**config.mk**
```make
export PLATFORM = sky130hd
export DESIGN_NAME = tick_timer
export DESIGN_NICKNAME = d
export VERILOG_FILES = /design/src/rtl/tick_timer_pkg.sv /design/src/rtl/tick_prescaler.sv /design/src/rtl/tick_down_counter.sv /design/src/rtl/tick_timer.sv
export SDC_FILE = /design/constraint.sdc
export NUM_CORES = 1
export LEC_CHECK = 0
export ABC_AREA = 1
export BUFFER_PORTS_ARGS = -buffer_cell sky130_fd_sc_hd__clkbuf_2
export CAP_MARGIN = 10
export CORE_MARGIN = 2
export CORE_UTILIZATION = 50
export DETAILED_ROUTE_END_ITERATION = 12
export PLACE_DENSITY_LB_ADDON = 0.25
export REMOVE_ABC_BUFFERS = 1
export SYNTH_ARGS = -nofsm -noshare
export SYNTH_HDL_FRONTEND = slang
export SYNTH_SLANG_ARGS = --single-unit
```
**constraint.sdc**
```tcl
create_clock -name clk -period 4.6 [get_ports clk]
set_input_delay 1.38 -clock clk [delete_from_list [all_inputs] [get_ports clk]]
set_output_delay 1.38 -clock clk [all_outputs]
set_load 0.02 [all_outputs]
```
**src/rtl/tick_timer_pkg.sv**
```systemverilog
package tick_timer_pkg;
    localparam int CFG_W   = 4;
    localparam int CODE_W  = 3;
    localparam int SHIFT_W = 3;
    localparam int PRE_W   = (1 << SHIFT_W) - 1;

    // code 7 selects divide-by-1; codes 0..6 select 2^(code+1)
    function automatic logic [SHIFT_W-1:0] code_to_shift(input logic [CODE_W-1:0] code);
        return (code == CODE_W'(7)) ? SHIFT_W'(0) : SHIFT_W'(code + CODE_W'(1));
    endfunction
endpackage

```
**src/rtl/tick_prescaler.sv**
```systemverilog
module tick_prescaler
    import tick_timer_pkg::*;
(
    input  logic               clk,
    input  logic               rst_n,
    input  logic               load,
    input  logic [SHIFT_W-1:0] new_shift,
    output logic               tick
);
    typedef struct packed {
        logic [PRE_W-1:0]   cnt;
        logic [SHIFT_W-1:0] shift;
    } pre_t;

    pre_t s_d, s_q;
    logic [PRE_W-1:0] limit;

    always_comb begin
        limit = ~({PRE_W{1'b1}} << s_q.shift);
        tick  = (s_q.cnt == limit);
        s_d   = s_q;
        if (load) begin
            s_d.cnt   = '0;
            s_d.shift = new_shift;
        end else if (tick) begin
            s_d.cnt = '0;
        end else begin
            s_d.cnt = s_q.cnt + PRE_W'(1);
        end
    end

    always_ff @(posedge clk) begin
        if (!rst_n) s_q <= '0;
        else        s_q <= s_d;
    end

    AST_SHIFT_HELD: assert property (@(posedge clk) disable iff (!rst_n)
        !load |=> $stable(s_q.shift));
endmodule

```
**src/rtl/tick_down_counter.sv**
```systemverilog
module tick_down_counter #(
    parameter int CNT_W = 32
) (
    input  logic             clk,
    input  logic             rst_n,
    input  logic             enable,
    input  logic             halt,
    input  logic             periodic,
    input  logic             init_wr,
    input  logic [CNT_W-1:0] init_val,
    input  logic             tick,
    output logic             load,
    output logic [CNT_W-1:0] cur_count,
    output logic             fire
);
    typedef struct packed {
        logic [CNT_W-1:0] cur;
        logic [CNT_W-1:0] init;
        logic             running;
        logic             en_prev;
        logic             fire;
    } cnt_t;

    cnt_t s_d, s_q;

    always_comb begin
        s_d         = s_q;
        s_d.fire    = 1'b0;
        s_d.en_prev = enable;
        load        = 1'b0;
        if (init_wr) s_d.init = init_val;

        if (!enable || halt) begin
            s_d.running = 1'b0;
            s_d.cur     = '0;
        end else if (init_wr) begin
            if (init_val == '0) begin
                s_d.running = 1'b0;
                s_d.cur     = '0;
            end else begin
                s_d.running = 1'b1;
                s_d.cur     = init_val;
                load        = 1'b1;
            end
        end else if (!s_q.en_prev && periodic && (s_q.init != '0)) begin
            s_d.running = 1'b1;
            s_d.cur     = s_q.init;
            load        = 1'b1;
        end else if (s_q.running && tick) begin
            if (s_q.cur == CNT_W'(1)) begin
                s_d.fire = 1'b1;
                if (periodic) begin
                    s_d.cur = s_q.init;
                    load    = 1'b1;
                end else begin
                    s_d.running = 1'b0;
                    s_d.cur     = '0;
                end
            end else begin
                s_d.cur = s_q.cur - CNT_W'(1);
            end
        end
    end

    always_ff @(posedge clk) begin
        if (!rst_n) s_q <= '0;
        else        s_q <= s_d;
    end

    assign cur_count = s_q.cur;
    assign fire      = s_q.fire;

    AST_CUR_LE_INIT: assert property (@(posedge clk) disable iff (!rst_n)
        s_q.cur <= s_q.init);
    AST_FIRE_FROM_ONE: assert property (@(posedge clk) disable iff (!rst_n)
        s_q.fire |-> ($past(s_q.cur) == CNT_W'(1)));
    AST_IDLE_ZERO: assert property (@(posedge clk) disable iff (!rst_n)
        !s_q.running |-> (s_q.cur == '0));
    AST_DISABLE_STOP: assert property (@(posedge clk) disable iff (!rst_n)
        !enable |=> (!s_q.running && s_q.cur == '0));
    AST_HALT_STOP: assert property (@(posedge clk) disable iff (!rst_n)
        halt |=> (s_q.cur == '0));
    AST_ZERO_WRITE: assert property (@(posedge clk) disable iff (!rst_n)
        (enable && init_wr && init_val == '0) |=> !s_q.running);
    AST_START: assert property (@(posedge clk) disable iff (!rst_n)
        (enable && !halt && init_wr && init_val != '0) |=> (s_q.cur == $past(init_val)));
    AST_ONESHOT_END: assert property (@(posedge clk) disable iff (!rst_n)
        (enable && !halt && !init_wr && s_q.en_prev && s_q.running && tick
         && s_q.cur == CNT_W'(1) && !periodic) |=> (s_q.fire && s_q.cur == '0));
    AST_PERIODIC_RELOAD: assert property (@(posedge clk) disable iff (!rst_n)
        (enable && !halt && !init_wr && s_q.en_prev && s_q.running && tick
         && s_q.cur == CNT_W'(1) && periodic) |=> (s_q.fire && s_q.cur == $past(s_q.init)));
endmodule

```
**src/rtl/tick_timer.sv**
```systemverilog
module tick_timer
    import tick_timer_pkg::*;
#(
    parameter int CNT_W = 32
) (
    input  logic             clk,
    input  logic             rst_n,
    input  logic             enable,
    input  logic             halt,
    input  logic             periodic,
    input  logic             init_wr,
    input  logic [CNT_W-1:0] init_val,
    input  logic             cfg_wr,
    input  logic [CFG_W-1:0] cfg_val,
    output logic [CNT_W-1:0] cur_count,
    output logic             fire
);
    logic [CODE_W-1:0] code_d, code_q;
    logic              load;
    logic              tick;
    logic              unused_cfg_bit;

    assign unused_cfg_bit = cfg_val[2];

    always_comb begin
        code_d = code_q;
        if (cfg_wr) code_d = {cfg_val[3], cfg_val[1], cfg_val[0]};
    end

    always_ff @(posedge clk) begin
        if (!rst_n) code_q <= '0;
        else        code_q <= code_d;
    end

    tick_prescaler i_prescaler (
        .clk       (clk),
        .rst_n     (rst_n),
        .load      (load),
        .new_shift (code_to_shift(code_q)),
        .tick      (tick)
    );

    tick_down_counter #(.CNT_W(CNT_W)) i_counter (
        .clk       (clk),
        .rst_n     (rst_n),
        .enable    (enable),
        .halt      (halt),
        .periodic  (periodic),
        .init_wr   (init_wr),
        .init_val  (init_val),
        .tick      (tick),
        .load      (load),
        .cur_count (cur_count),
        .fire      (fire)
    );

    AST_CFG_HOLD: assert property (@(posedge clk) disable iff (!rst_n)
        !cfg_wr |=> $stable(code_q));
endmodule

```
Yosys cells after proc, flatten, opt, wreduce, memory -nomap -nowiden

Cells that the tools add are included.

Word-level logic and storage cells: 53
Register bits: 80
Output and inout port bits: 33

Bitwise gates (word level): 3
Shifts and indexed selects: 1
Reductions and logical operators: 14
Eq/ne operators: 4
Multiplexer cells: 20
$add $sub $neg: 3

Operators with widths:

| kind                  | number |
|---|---|
| $mux 32               | 6 |
| $eq 32x1->1 const B   | 1 |
| $logic_not 32->1      | 1 |
| $reduce_bool 32->1    | 1 |
| $sub 32x1->32 const B | 1 |
| $mux 1                | 13 |
| $add 7x1->7 const B   | 1 |
| $eq 7x7->1            | 1 |
| $not 7->7             | 1 |
| $shl 7x3->7 const A   | 1 |
| $reduce_bool 3->1     | 2 |
| $reduce_or 5->1       | 1 |
| $add 3x1->3 const B   | 1 |
| $eq 3x3->1 const B    | 1 |
| $logic_and 1x1->1     | 3 |
| $mux 3                | 1 |
| $ne 3x1->1 const B    | 1 |
| $reduce_and 3->1      | 1 |
| $reduce_or 3->1       | 1 |
| $logic_not 1->1       | 2 |
| $not 1->1             | 2 |
| $reduce_or 2->1       | 1 |
| $logic_or 1x1->1      | 1 |

Longest topological paths before layout

Depth after elaboration: 9
Gate-level depth with buffers: 14

Cells and area by module

From an unflattened synthesis, not the netlist that was laid out.

Cells, all modules: 1034
Area total of the unflattened synthesis: 5825.6 µm²

By module, submodules not included:

| module            | cells an instance | times used | area an instance (µm²) |
|---|---|---|---|
| tick_down_counter | 924               | 1          | 5074.9 |
| tick_prescaler    | 87                | 1          | 598.1 |
| tick_timer        | 23                | 1          | 152.6 |

Worst setup path before layout

OpenSTA, ideal clock, no wires.

Kind: input port to flip-flop
From: in init_wr
To: reg i_counter.s_q, in the netlist i_counter.cur_count[21]
Setup slack: 2.032 ns
Data required time: 4.483 ns
Buffers on the path: 2
Data arrival time: 2.451 ns
Stages: 9
Cells stage by stage: clkbuf_1 clkinv_1 nand2_2 inv_2 nand2_4 buf_6 nand3_1 nor2_1 nor2_1

Longest elaborated chain between the ends: 1
Elaborated cells between the ends (all ways): 2
Those cells by class: 1 x mux; 1 x reduce/logical

Ends and longest elaborated chain:

| what                                                   | RTL line                | source |
|---|---|---|
| start: declaration                                     | tick_timer.sv:11        | `input logic init_wr,` |
| $reduce_bool 3->1 (no line) or $mux 32 (tied branches) | n/a                     |  |
| end signal: assignment                                 | tick_down_counter.sv:66 | `if (!rst_n) s_q <= '0;` |
| end signal: assignment                                 | tick_down_counter.sv:67 | `else s_q <= s_d;` |
| end: declaration                                       | tick_down_counter.sv:24 | `cnt_t s_d, s_q;` |

Several ways; a longest one is shown, not always the timed one.
A chain may end at the register's enable or synchronous reset.

Final worst setup path

From: in periodic
To: reg i_counter.s_q, in the netlist i_counter.cur_count[18]

Longest elaborated chain between the ends: 5
Elaborated cells between the ends (all ways): 8
Those cells by class: 5 x mux; 3 x reduce/logical

Ends and longest elaborated chain:

| what               | RTL line                | source |
|---|---|---|
| start: declaration | tick_timer.sv:10        | `input logic periodic,` |
| $mux 32            | tick_down_counter.sv:52 | `if (periodic) begin` |
| $mux 32            | tick_down_counter.sv:50 | `if (s_q.cur == CNT_W'(1)) begin` |
| $mux 32            | tick_down_counter.sv:49 | `end else if (s_q.running && tick) begin` |
| $mux 32            | tick_down_counter.sv:45 | `end else if (!s_q.en_prev && periodic && (s_q.init != '0)) begin` |
| $mux 32            | tick_down_counter.sv:36 | `end else if (init_wr) begin` |

Several ways; a longest one is shown, not always the timed one. The select of a mux whose other input is x is not followed.

==> metrics.md <==
| Metric | Value |
|---|---|
| Hold EP | i_counter.s_q[13] |
| Synth Cell Area | 5120 um2 |
| Fmax | approximately 0.29 GHz |
| Max_slew headroom | 0.186 |
| Chip width | 105 um |
| Hold path start | i_counter.s_q[13] |
| RSZ-0062 raised after global routing | false |
| Register area share after synthesis | 0.313 |
| Std-Cell Rows | 36 |
| Slew @ Worst Pin | approximately 1.2 ns |
| Setup tns final | 0 ns |
| Synth top area share | 0.313 |
| Post-DRT Antenna Nets | 0 |
| I/O pin total | 76 |
| Die height | 105 um |
| I/O Buffers | 74 |
| First DRT Iteration DRCs | 404 |
| Post-synth EDFFs | 0 |
| Synth Instances | approximately 840 |
| DR vias | between 5k and 6k |
| Crit share post-route | 0.742 |
| Synthesis-to-finish area growth | 6.84% |
| Drt wl/cell | between 10 and 15 um |
| Yosys warns | 0 |
| CTS buffer count | 9 |
| Total clock sinks | 80 |
| CTS Hold Bufs | 0 |
| Commonest cells in the netlist | 225 x nand2_1, 173 x nor2_1, 80 x dfxtp_1 |
| Fin area | about 5500 um2 |
| Detailed Routing Iterations Pass 1 | 6 |
| Residual DRC | 0 |
| Worst setup SP type | input pin |
| #FFs+latches synth | 80 |
| FF-to-FF Start | i_counter.s_q[14] |
| Gr ovfl total | 0 |
| Max-slew violation count | 0 |
| Vias per cell | between 5 and 6 |
| Hold Crit Depth | 2 |
| Period minus WS final | 3.41 ns |
| Placement Cell Area | roughly 5300 um2 |
| HPWL Detailed | 9770 um |
| Max FO, Critical Path | 52 |
| Yosys top cell by area | dfxtp_1 |
| Inserted Diodes | 0 |
| Final Net Count | just over 900 |
| Final estimated routing congestion in global placement | roughly 0.9 |
| Worst skew pair latency | approximately 0.36 ns |
| Pwr dens | roughly 320 nW/um2 |
| Final setup vio count | 0 |
| R2R Path End | i_counter.cur_count[18] |
| CTS H-tree lvls | 3 |
| WL final | ~14000 um |
| Vias in the first global route | between 4k and 5k |
| Share of layout cells above drive strength 1 | 0.140 |
| Setup Skew | around 0.0072 ns |
| Outcome | complete, no violations |
| Clk pin slew, worst setup/hold paths | 0.09 ns |
| Synth cell types | 32 |
| FFs w/ async S/R, synth | 0 |
| Worst r2r path cells | 10 |
| Max-Cap Viols | 0 |
| Reg2Reg Setup Slack | about 1.3 ns |
| P_leak | 2.58 nW |
| Starting Density | 0.519 |
| Final core utilization | 0.555 |
| Largest net degree at the start of global routing | 53 |
| Leading register cell type out of synthesis | dfxtp_1 |
| Synth area leaders | dfxtp_1 31%, nand2_1 16%, nor2_1 13% |
| Die Area | about 11000 um2 |
| VDD IR max | ~180 uV |
| Overall Global Routing Usage | 0.257 |
| Mean Syn Cell Area | just over 6 um2 |
| Antenna violations before repair | 0 |
| Clock root cell | clkbuf_8 |
| WP data arrival | between 3 and 4 ns |
| Post-CTS Setup Repair Bufs | 0 |
| PostCTS Resize Cnt | 0 |
| Crit Path Class | in2reg |
| Worst Setup End Kind | flop |
| Final hold viol count | 0 |
| Top-count cell post-synth | nand2_1 |
| Clock Path Buffers | 2 |
| Core Area | about 9900 um2 |
| HP Class | reg2reg |
| CTS tree | done |
| First-pass GRT wire length | about 23000 um |
| CP required | 4.86 ns |
-- final cells by class --
cell class / count / area, um2
Clock buffer: 9 / 124
Inverter: 43 / 161
Sequential cell: 80 / 1600
Timing Repair Buffer: 77 / 393
Tap cell: 133 / 166
Fill cell: 1040 / 4390
Clock inverter: 7 / 78.8
Multi-Input combinational cell: 648 / 2950
-- report_power, final --
group          switching [mW]  internal, mW  total, mW  leakage [nW]
Clock                   0.283         0.255      0.538        0.0925
Sequential             0.0378         0.725      0.763         0.655
Combinational           0.286         0.158      0.445          1.83
-- placed cells by master (no fill, tap or decap) --
| cell | instances |
|---|---|
| nand3_1 | 58 |
| xor2_1 | 13 |
| o21ai_1 | 18 |
| and2_1 | 1 |
| inv_2 | 6 |
| ha_1 | 5 |
| nand3_2 | 2 |
| nor4_1 | 1 |
| or2_2 | 1 |
| nand2_4 | 1 |
| buf_4 | 3 |
| xnor2_1 | 12 |
| nand2_1 | 225 |
| clkinv_1 | 2 |
| nand4_1 | 7 |
| nand2_2 | 5 |
| nor3_1 | 2 |
| a21oi_1 | 68 |
| o21ai_2 | 1 |
| inv_6 | 2 |
| nor2_4 | 2 |
| dfxtp_1 | 80 |
| inv_1 | 35 |
| clkinvlp_4 | 3 |
| nor2_1 | 172 |
| o21bai_1 | 1 |
| nor2_2 | 9 |
| bufinv_16 | 1 |
| nand3b_1 | 1 |
| clkbuf_8 | 9 |
| clkbuf_2 | 74 |
| o21ai_0 | 42 |
| clkinv_4 | 1 |
| a31o_2 | 1 |
-- cell families (layout without fill, tap and decap cells) --
group / after synthesis / in the layout / synth area share
flip-flops: 80 / 80 / 0.313
AO/OA/AOI/OAI: 131 / 131 / 0.130
adder cells (fa/ha/maj): 5 / 5 / 0.0122
AND/OR/NAND/NOR: 487 / 487 / 0.390
buffers and inverters: 107 / 136 / 0.112
XOR/XNOR: 25 / 25 / 0.0427
-- per-layer routing --
| layer | global-route usage | up-vias | share of wire |
|---|---|---|---|
| met4 | 0.0600 | 0 | 0.011 |
| met5 | 0 | - | 0 |
| met2 | 0.440 | 156 | 0.48 |
| met3 | 0.0464 | 11 | 0.055 |
| met1 | 0.334 | 2470 | 0.45 |
| li1 | - | 2699 | - |
-- critical path: stages --
cell,delay [ns]
clkbuf_2,0.10
inv_1,0.07
nor2_1,0.06
o21ai_2,0.29
nand2_2,0.53
inv_2,0.45
nand2_4,0.39
o21ai_0,0.31
nor2_1,0.07
-- state kept, by name (all words and copies together) (netlist names) --
name                 flops
i_prescaler.s_q         10
i_counter.cur_count     32
i_counter.s_q           34
i_counter.fire           1
code_q                   3
-- per-stage QoR --
step / total power, mW / hold WS [ns] / instances / worst slack (ns)
floorplan: 1.09 / 0.441 / 771 / 0.974
global placement: 1.21 / 0.465 / 981 / 0.884
detailed placement: 1.22 / 0.469 / 981 / 0.818
CTS: 1.75 / 0.483 / 997 / 1.19
global route: 1.85 / 0.496 / 997 / 0.949
finish: 1.75 / 0.483 / 997 / 1.19
-- worst max path at each step --
stage | slack, ns | to | from | depth (start not counted)
6_report | 1.19 | i_counter.cur_count[18] | periodic | 9
5_1_grt | 0.95 | i_counter.cur_count[23] | periodic | 9
4_1_cts | 1.19 | i_counter.cur_count[18] | periodic | 9
3_5_place_dp | 0.82 | i_counter.cur_count[3] | periodic | 9
3_3_place_gp | 0.88 | i_counter.cur_count[23] | periodic | 9
2_1_floorplan | 0.97 | i_counter.cur_count[17] | init_wr | 7
Power figures use the tool's default switching activity.
